### src/rtl/hwlock_pkg.sv
package hwlock_pkg;
  localparam int ID_W    = 3;
  localparam int ENTRY_W = 1 + ID_W;
  localparam int MAX_PORTS = 8;

  typedef struct packed {
    logic [ID_W-1:0] owner;
    logic            locked;
  } lock_entry_t;

  function automatic lock_entry_t f_entry(input logic locked, input logic [ID_W-1:0] owner);
    lock_entry_t e;
    e.locked = locked;
    e.owner  = owner;
    return e;
  endfunction

  // keep only the least significant set bit: this is the priority rule
  function automatic logic [MAX_PORTS-1:0] f_lowest_hot(input logic [MAX_PORTS-1:0] v);
    return v & (~v + {{(MAX_PORTS-1){1'b0}}, 1'b1});
  endfunction
endpackage

### src/rtl/lock_req_decode.sv
module lock_req_decode
  import hwlock_pkg::*;
#(
  parameter int N_LOCKS = 16,
  parameter int IDX_W   = 4
) (
  input  logic               en,
  input  logic               we,
  input  logic [IDX_W-1:0]   idx,
  input  logic               wbit,
  output logic [N_LOCKS-1:0] lock_hit,
  output logic [N_LOCKS-1:0] free_hit
);
  for (genvar l = 0; l < N_LOCKS; l++) begin : g_lock
    logic sel;
    assign sel         = en && we && (idx == IDX_W'(l));
    assign lock_hit[l] = sel && wbit;
    assign free_hit[l] = sel && !wbit;
  end
endmodule

### src/rtl/lock_cell.sv
module lock_cell
  import hwlock_pkg::*;
#(
  parameter int                      N_PORTS  = 4,
  parameter logic [N_PORTS*ID_W-1:0] PORT_IDS = '0
) (
  input  logic               clk,
  input  logic               rst,
  input  logic [N_PORTS-1:0] lock_req,
  input  logic [N_PORTS-1:0] free_req,
  output lock_entry_t        entry,
  output logic [N_PORTS-1:0] grant_oh,
  output logic               release_ev
);
  logic [MAX_PORTS-1:0] hot;
  logic [N_PORTS-1:0]   owner_match;
  logic [ID_W-1:0]      win_id;

  assign hot      = f_lowest_hot(MAX_PORTS'(lock_req));
  assign grant_oh = entry.locked ? '0 : hot[N_PORTS-1:0];

  for (genvar p = 0; p < N_PORTS; p++) begin : g_match
    assign owner_match[p] = free_req[p] && (PORT_IDS[p*ID_W +: ID_W] == entry.owner);
  end
  assign release_ev = entry.locked && (|owner_match);

  always_comb begin
    win_id = '0;
    for (int p = 0; p < N_PORTS; p++) begin
      if (grant_oh[p]) win_id = win_id | PORT_IDS[p*ID_W +: ID_W];
    end
  end

  always_ff @(posedge clk) begin
    if (rst)              entry <= f_entry(1'b0, '0);
    else if (|grant_oh)   entry <= f_entry(1'b1, win_id);
    else if (release_ev)  entry <= f_entry(1'b0, '0);
  end
endmodule

### src/rtl/lock_read_port.sv
module lock_read_port
  import hwlock_pkg::*;
#(
  parameter int N_LOCKS = 16,
  parameter int IDX_W   = 4
) (
  input  logic                       clk,
  input  logic                       rst,
  input  logic                       rd_en,
  input  logic [IDX_W-1:0]           idx,
  input  logic [N_LOCKS*ENTRY_W-1:0] entries,
  output logic                       rsp_valid,
  output logic [ENTRY_W-1:0]         rsp_data
);
  always_ff @(posedge clk) begin
    if (rst) begin
      rsp_valid <= 1'b0;
      rsp_data  <= '0;
    end else begin
      rsp_valid <= rd_en;
      if (rd_en) rsp_data <= entries[int'(idx)*ENTRY_W +: ENTRY_W];
    end
  end
endmodule

### src/rtl/hw_lock_bank.sv
module hw_lock_bank
  import hwlock_pkg::*;
#(
  parameter int                      N_PORTS  = 4,
  parameter int                      N_LOCKS  = 16,
  parameter logic [N_PORTS*ID_W-1:0] PORT_IDS = {3'd7, 3'd5, 3'd2, 3'd1},
  localparam int                     IDX_W    = (N_LOCKS > 1) ? $clog2(N_LOCKS) : 1
) (
  input  logic                         clk,
  input  logic                         rst,
  input  logic [N_PORTS-1:0]           acc_en,
  input  logic [N_PORTS-1:0]           acc_we,
  input  logic [N_PORTS*IDX_W-1:0]     acc_idx,
  input  logic [N_PORTS-1:0]           acc_wbit,
  output logic [N_PORTS-1:0]           rsp_valid,
  output logic [N_PORTS*ENTRY_W-1:0]   rsp_data
);
  // named internal events, observed by the bound checker
  logic [N_LOCKS-1:0]         lk_locked;
  logic [N_LOCKS*ID_W-1:0]    lk_owner;
  logic [N_LOCKS*N_PORTS-1:0] grant_flat;
  logic [N_LOCKS-1:0]         release_vec;
  logic [N_LOCKS*ENTRY_W-1:0] entries_flat;

  logic [N_LOCKS-1:0] port_lock_hit [N_PORTS];
  logic [N_LOCKS-1:0] port_free_hit [N_PORTS];

  for (genvar p = 0; p < N_PORTS; p++) begin : g_port
    lock_req_decode #(.N_LOCKS(N_LOCKS), .IDX_W(IDX_W)) u_dec (
      .en       (acc_en[p]),
      .we       (acc_we[p]),
      .idx      (acc_idx[p*IDX_W +: IDX_W]),
      .wbit     (acc_wbit[p]),
      .lock_hit (port_lock_hit[p]),
      .free_hit (port_free_hit[p])
    );
    lock_read_port #(.N_LOCKS(N_LOCKS), .IDX_W(IDX_W)) u_rd (
      .clk       (clk),
      .rst       (rst),
      .rd_en     (acc_en[p] && !acc_we[p]),
      .idx       (acc_idx[p*IDX_W +: IDX_W]),
      .entries   (entries_flat),
      .rsp_valid (rsp_valid[p]),
      .rsp_data  (rsp_data[p*ENTRY_W +: ENTRY_W])
    );
  end

  for (genvar l = 0; l < N_LOCKS; l++) begin : g_lock
    logic [N_PORTS-1:0] lreq;
    logic [N_PORTS-1:0] freq;
    lock_entry_t        ent;
    for (genvar p = 0; p < N_PORTS; p++) begin : g_t
      assign lreq[p] = port_lock_hit[p][l];
      assign freq[p] = port_free_hit[p][l];
    end
    lock_cell #(.N_PORTS(N_PORTS), .PORT_IDS(PORT_IDS)) u_cell (
      .clk        (clk),
      .rst        (rst),
      .lock_req   (lreq),
      .free_req   (freq),
      .entry      (ent),
      .grant_oh   (grant_flat[l*N_PORTS +: N_PORTS]),
      .release_ev (release_vec[l])
    );
    assign lk_locked[l]                      = ent.locked;
    assign lk_owner[l*ID_W +: ID_W]          = ent.owner;
    assign entries_flat[l*ENTRY_W +: ENTRY_W] = ent;
  end
endmodule

### config.mk
export PLATFORM = sky130hd
export DESIGN_NAME = hw_lock_bank
export DESIGN_NICKNAME = d
export VERILOG_FILES = /design/src/rtl/hwlock_pkg.sv /design/src/rtl/lock_req_decode.sv /design/src/rtl/lock_cell.sv /design/src/rtl/lock_read_port.sv /design/src/rtl/hw_lock_bank.sv
export SDC_FILE = /design/constraint.sdc
export NUM_CORES = 1
export LEC_CHECK = 0
export BUFFER_PORTS_ARGS = -buffer_cell sky130_fd_sc_hd__buf_2
export CORE_ASPECT_RATIO = 1.75
export CORE_UTILIZATION = 60
export CTS_CLUSTER_SIZE = 28
export DETAILED_ROUTE_END_ITERATION = 10
export GPL_TIMING_DRIVEN = 1
export PLACE_DENSITY = 0.79
export SYNTH_ARGS = -nofsm -noshare
export SYNTH_HDL_FRONTEND = slang
export SYNTH_SLANG_ARGS = --single-unit
### constraint.sdc
create_clock -name clk -period 2.95 [get_ports clk]
set_input_delay 0.4425 -clock clk [delete_from_list [all_inputs] [get_ports clk]]
set_output_delay 0.4425 -clock clk [all_outputs]
set_load 0.005 [all_outputs]
==> run summary <==
* finished, final reports clean — run status
* 0.450 ns — worst slack, placed
* 2 — buffer depth of the longest clock path
* 2.99 mW — final total power
* 1.07 — gpl congestion
* 0 — Synth async-reset ratio
* dfxtp_1, mux4_2, nand2_1, a21oi_1, a22oi_1 — top cells by area in the synthesized netlist
* 49 — IO Port Bufs
* input pin to flop — crit path kind
* 40.8 mm — global-route wire length before repair
* 1292 — Initial DRC Count
* 7540 um^2 — synthesized cell area
* nand2_1, dfxtp_1, mux4_2, nor2_1, buf_2 — most frequent cells in the layout
* 0.36 ns — insertion delay of the later-clocked pin in the worst-skew pair
* 0.649 — fin util
* 0 — hold-fix buffer count after cts
* 0 — antenna violations before repair
* 7890 — number of vias after detailed routing
* 3.20 ns — Data required, critical path
* flop — CP Capture Type
* 0 — number of resized instances in the post-cts repair step
* 0.743 ns — worst slew pin tran
* 0.660 ns — final setup slack of the worst path
* nand2_1 — most common library cell in the layout ignoring fill and taps
* 12100 um^2 — floorplan core area
* 0.482 ns — worst hold slack
* 86.7 um — Die W
* 41 — largest net degree at the start of global routing
* 0 — total number of yosys warnings
* 23 — largest fanout on the critical path
* 380 nW/um^2 — power density over the cells
* 3 — count of H-tree levels built during CTS
* 0 — Post-synth EDFFs
* 0.340 mV — Peak supply drop
* 0.68 ns — longest individual stage delay on the worst path
* 50 — I/O pin total
* 84 — number of synthesized register bits
* 8.91 um^2 — post-synthesis average cell area
* 6 — first-pass detailed-route iteration total
* 0 — Final Hold Fails
* 150 um — overall die height
* 0 — adder-cell share of the synthesized area
* 0.223 — portion of synthesized cell area occupied by the leading cell type
* 7.93 — Vias per Instance
* 0.776 — post-route clock period utilization
* 0.621 — effective utilization at floorplan
* 75 — Distinct cells, synth
* 0.07 ns — clock edge transition at the registers on the reported setup and hold paths
* 0 — Final Max Tran Viols
* flop to flop — class of the most critical hold timing path
* 0.266 — synthesized-area fraction occupied by and/or/nand/nor cells
* 53 — number of placement rows
* built — clock tree from TritonCTS
* 2.29 ns — min Tclk post-route
* simple AND/OR/NAND/NOR gates — dominant combinational cell family by area after synthesis
* 0.245 — compound-cell area share of the yosys netlist
* 9 — clock buffers created by TritonCTS
* dfxtp_1 — most area-hungry cell type in the Yosys netlist
* input pin — crit start category
* 2.61 nW — static leakage power
* 7251 — vias in the first global route
* 0.223 — share of the yosys chip area belonging to registers
* 0 — antenna diode count
* 27.4 um — detailed-route wire length per cell
* 0 — drt drc
* 2.54 ns — Data arrival, critical path
* 0.191 — multiplexer share of the synthesized area
* 84 — number of clock sinks seen by CTS
* buf_2 -> and4_1 -> a311oi_1 -> a22oi_1 -> nor2_1 -> a32o_1 — cell-by-cell listing of the critical path
* 0 — Synth Area in XOR/XNOR
* 0.425 — total routing resource utilization after global routing
* 437 MHz — top achievable clock speed
* 0 — post-detailed-route count of antenna-violating nets
* 876 — number of nets produced by synthesis
* dfxtp_1 — primary flip-flop cell chosen by synthesis mapping
* 0 — GR Overflow Total
* 0.0125 ns — final worst clock skew
* 19.0 mm — sum of net half-perimeters after detailed placement
* false — unrepaired setup endpoints after global routing
* and4_1 — Critical Path Slowest Stage Cell
* 0 — setup repair bufs after CTS
* clkbuf_16 — CTS Root Cell
* 13000 um^2 — die area
* 0.216 — fraction of final layout cells with drive strength greater than 1
* 27.2 mm — total routed wirelength
* 855 — post-layout net count
* 0 — number of failing setup endpoints in the final timing report
* 0 — Max Cap Violations
* 0.504 — Rel. slew slack
* 4.45% — Area growth, synth to finish
* 846 — post-synthesis instance total
* 0 ns — accumulated negative setup slack
cells in the mapped netlist, types with 12 or more instances:
master,instances
nand2_1,91
dfxtp_1,84
mux4_2,64
nor2_1,51
clkbuf_1,45
a21oi_1,43
nand3_1,37
nor2b_1,31
a22oi_1,28
a31oi_1,26
buf_2,23
a311oi_1,19
o22ai_1,16
and3b_1,14
inv_1,14
nand2b_1,14
nor3_1,14
o2bb2ai_1,14
and3_1,13
buf_4,13
o21a_1,13
a221oi_1,12
nand4b_1,12
layer usage:
| metal | GRT usage | vias up | wire, um |
|---|---|---|---|
| li1 | - | 3302 | - |
| met1 | 0.499 | 3706 | 9030 |
| met2 | 0.662 | 709 | 12400 |
| met3 | 0.124 | 173 | 3570 |
| met4 | 0.293 | 0 | 2240 |
| met5 | 0 | - | 0 |
final timing paths:
check,startpoint,to,slack (ns),cells past startpoint
max reg2reg,g_lock[3].u_cell.entry[2],g_port[3].u_rd.rsp_data[2],1.14,5
min reg2reg,g_port[2].u_rd.rsp_data[3],g_port[2].u_rd.rsp_data[3],0.48,2
max,acc_idx[8],g_lock[7].u_cell.entry[2],0.66,6
min,g_port[2].u_rd.rsp_data[3],g_port[2].u_rd.rsp_data[3],0.48,2
state kept, by name (all words and copies together), names as in the netlist:
| register | count |
|---|---|
| g_port.u_rd.rsp_data | 16 |
| g_port.u_rd.rsp_valid | 4 |
| g_lock.u_cell.entry | 64 |
area by class of cell:
| class | instances | area (um^2) |
|---|---|---|
| multi-input cells | 654 | 5290 |
| fillers | 982 | 4260 |
| flip-flops and latches | 84 | 1680 |
| repair buffers | 62 | 343 |
| clock buffers | 9 | 225 |
| well taps | 165 | 206 |
| clock inverters | 7 | 73.8 |
| inverters | 14 | 52.6 |
stage by stage:
step,cell area [um^2],std cells
after floorplan,7540,846
after global placement,7570,979
after detailed placement,7570,979
after CTS,7870,995
after global routing,7870,995
final,7870,995
worst max-delay path: cells and delay by family:
kind,cells,cell delay (ns)
AO/OA/AOI/OAI,3,0.79
AND/OR/NAND/NOR,2,0.83
buffers and inverters,1,0.47
cells by family after synthesis:
family          count (synthesis)
mux                            64
compound gates                248
buf+inv                       108
flops                          84
simple gates                  342
power breakdown:
group          internal (mW)  total [mW]  leakage [nW]  switching (mW)
combinational          0.223       0.551          1.78           0.328
sequential              1.17        1.27         0.680          0.0942
clock                  0.662        1.17         0.147           0.513
total                   2.06        2.99          2.61           0.935
(Power assumes the default switching activity.)
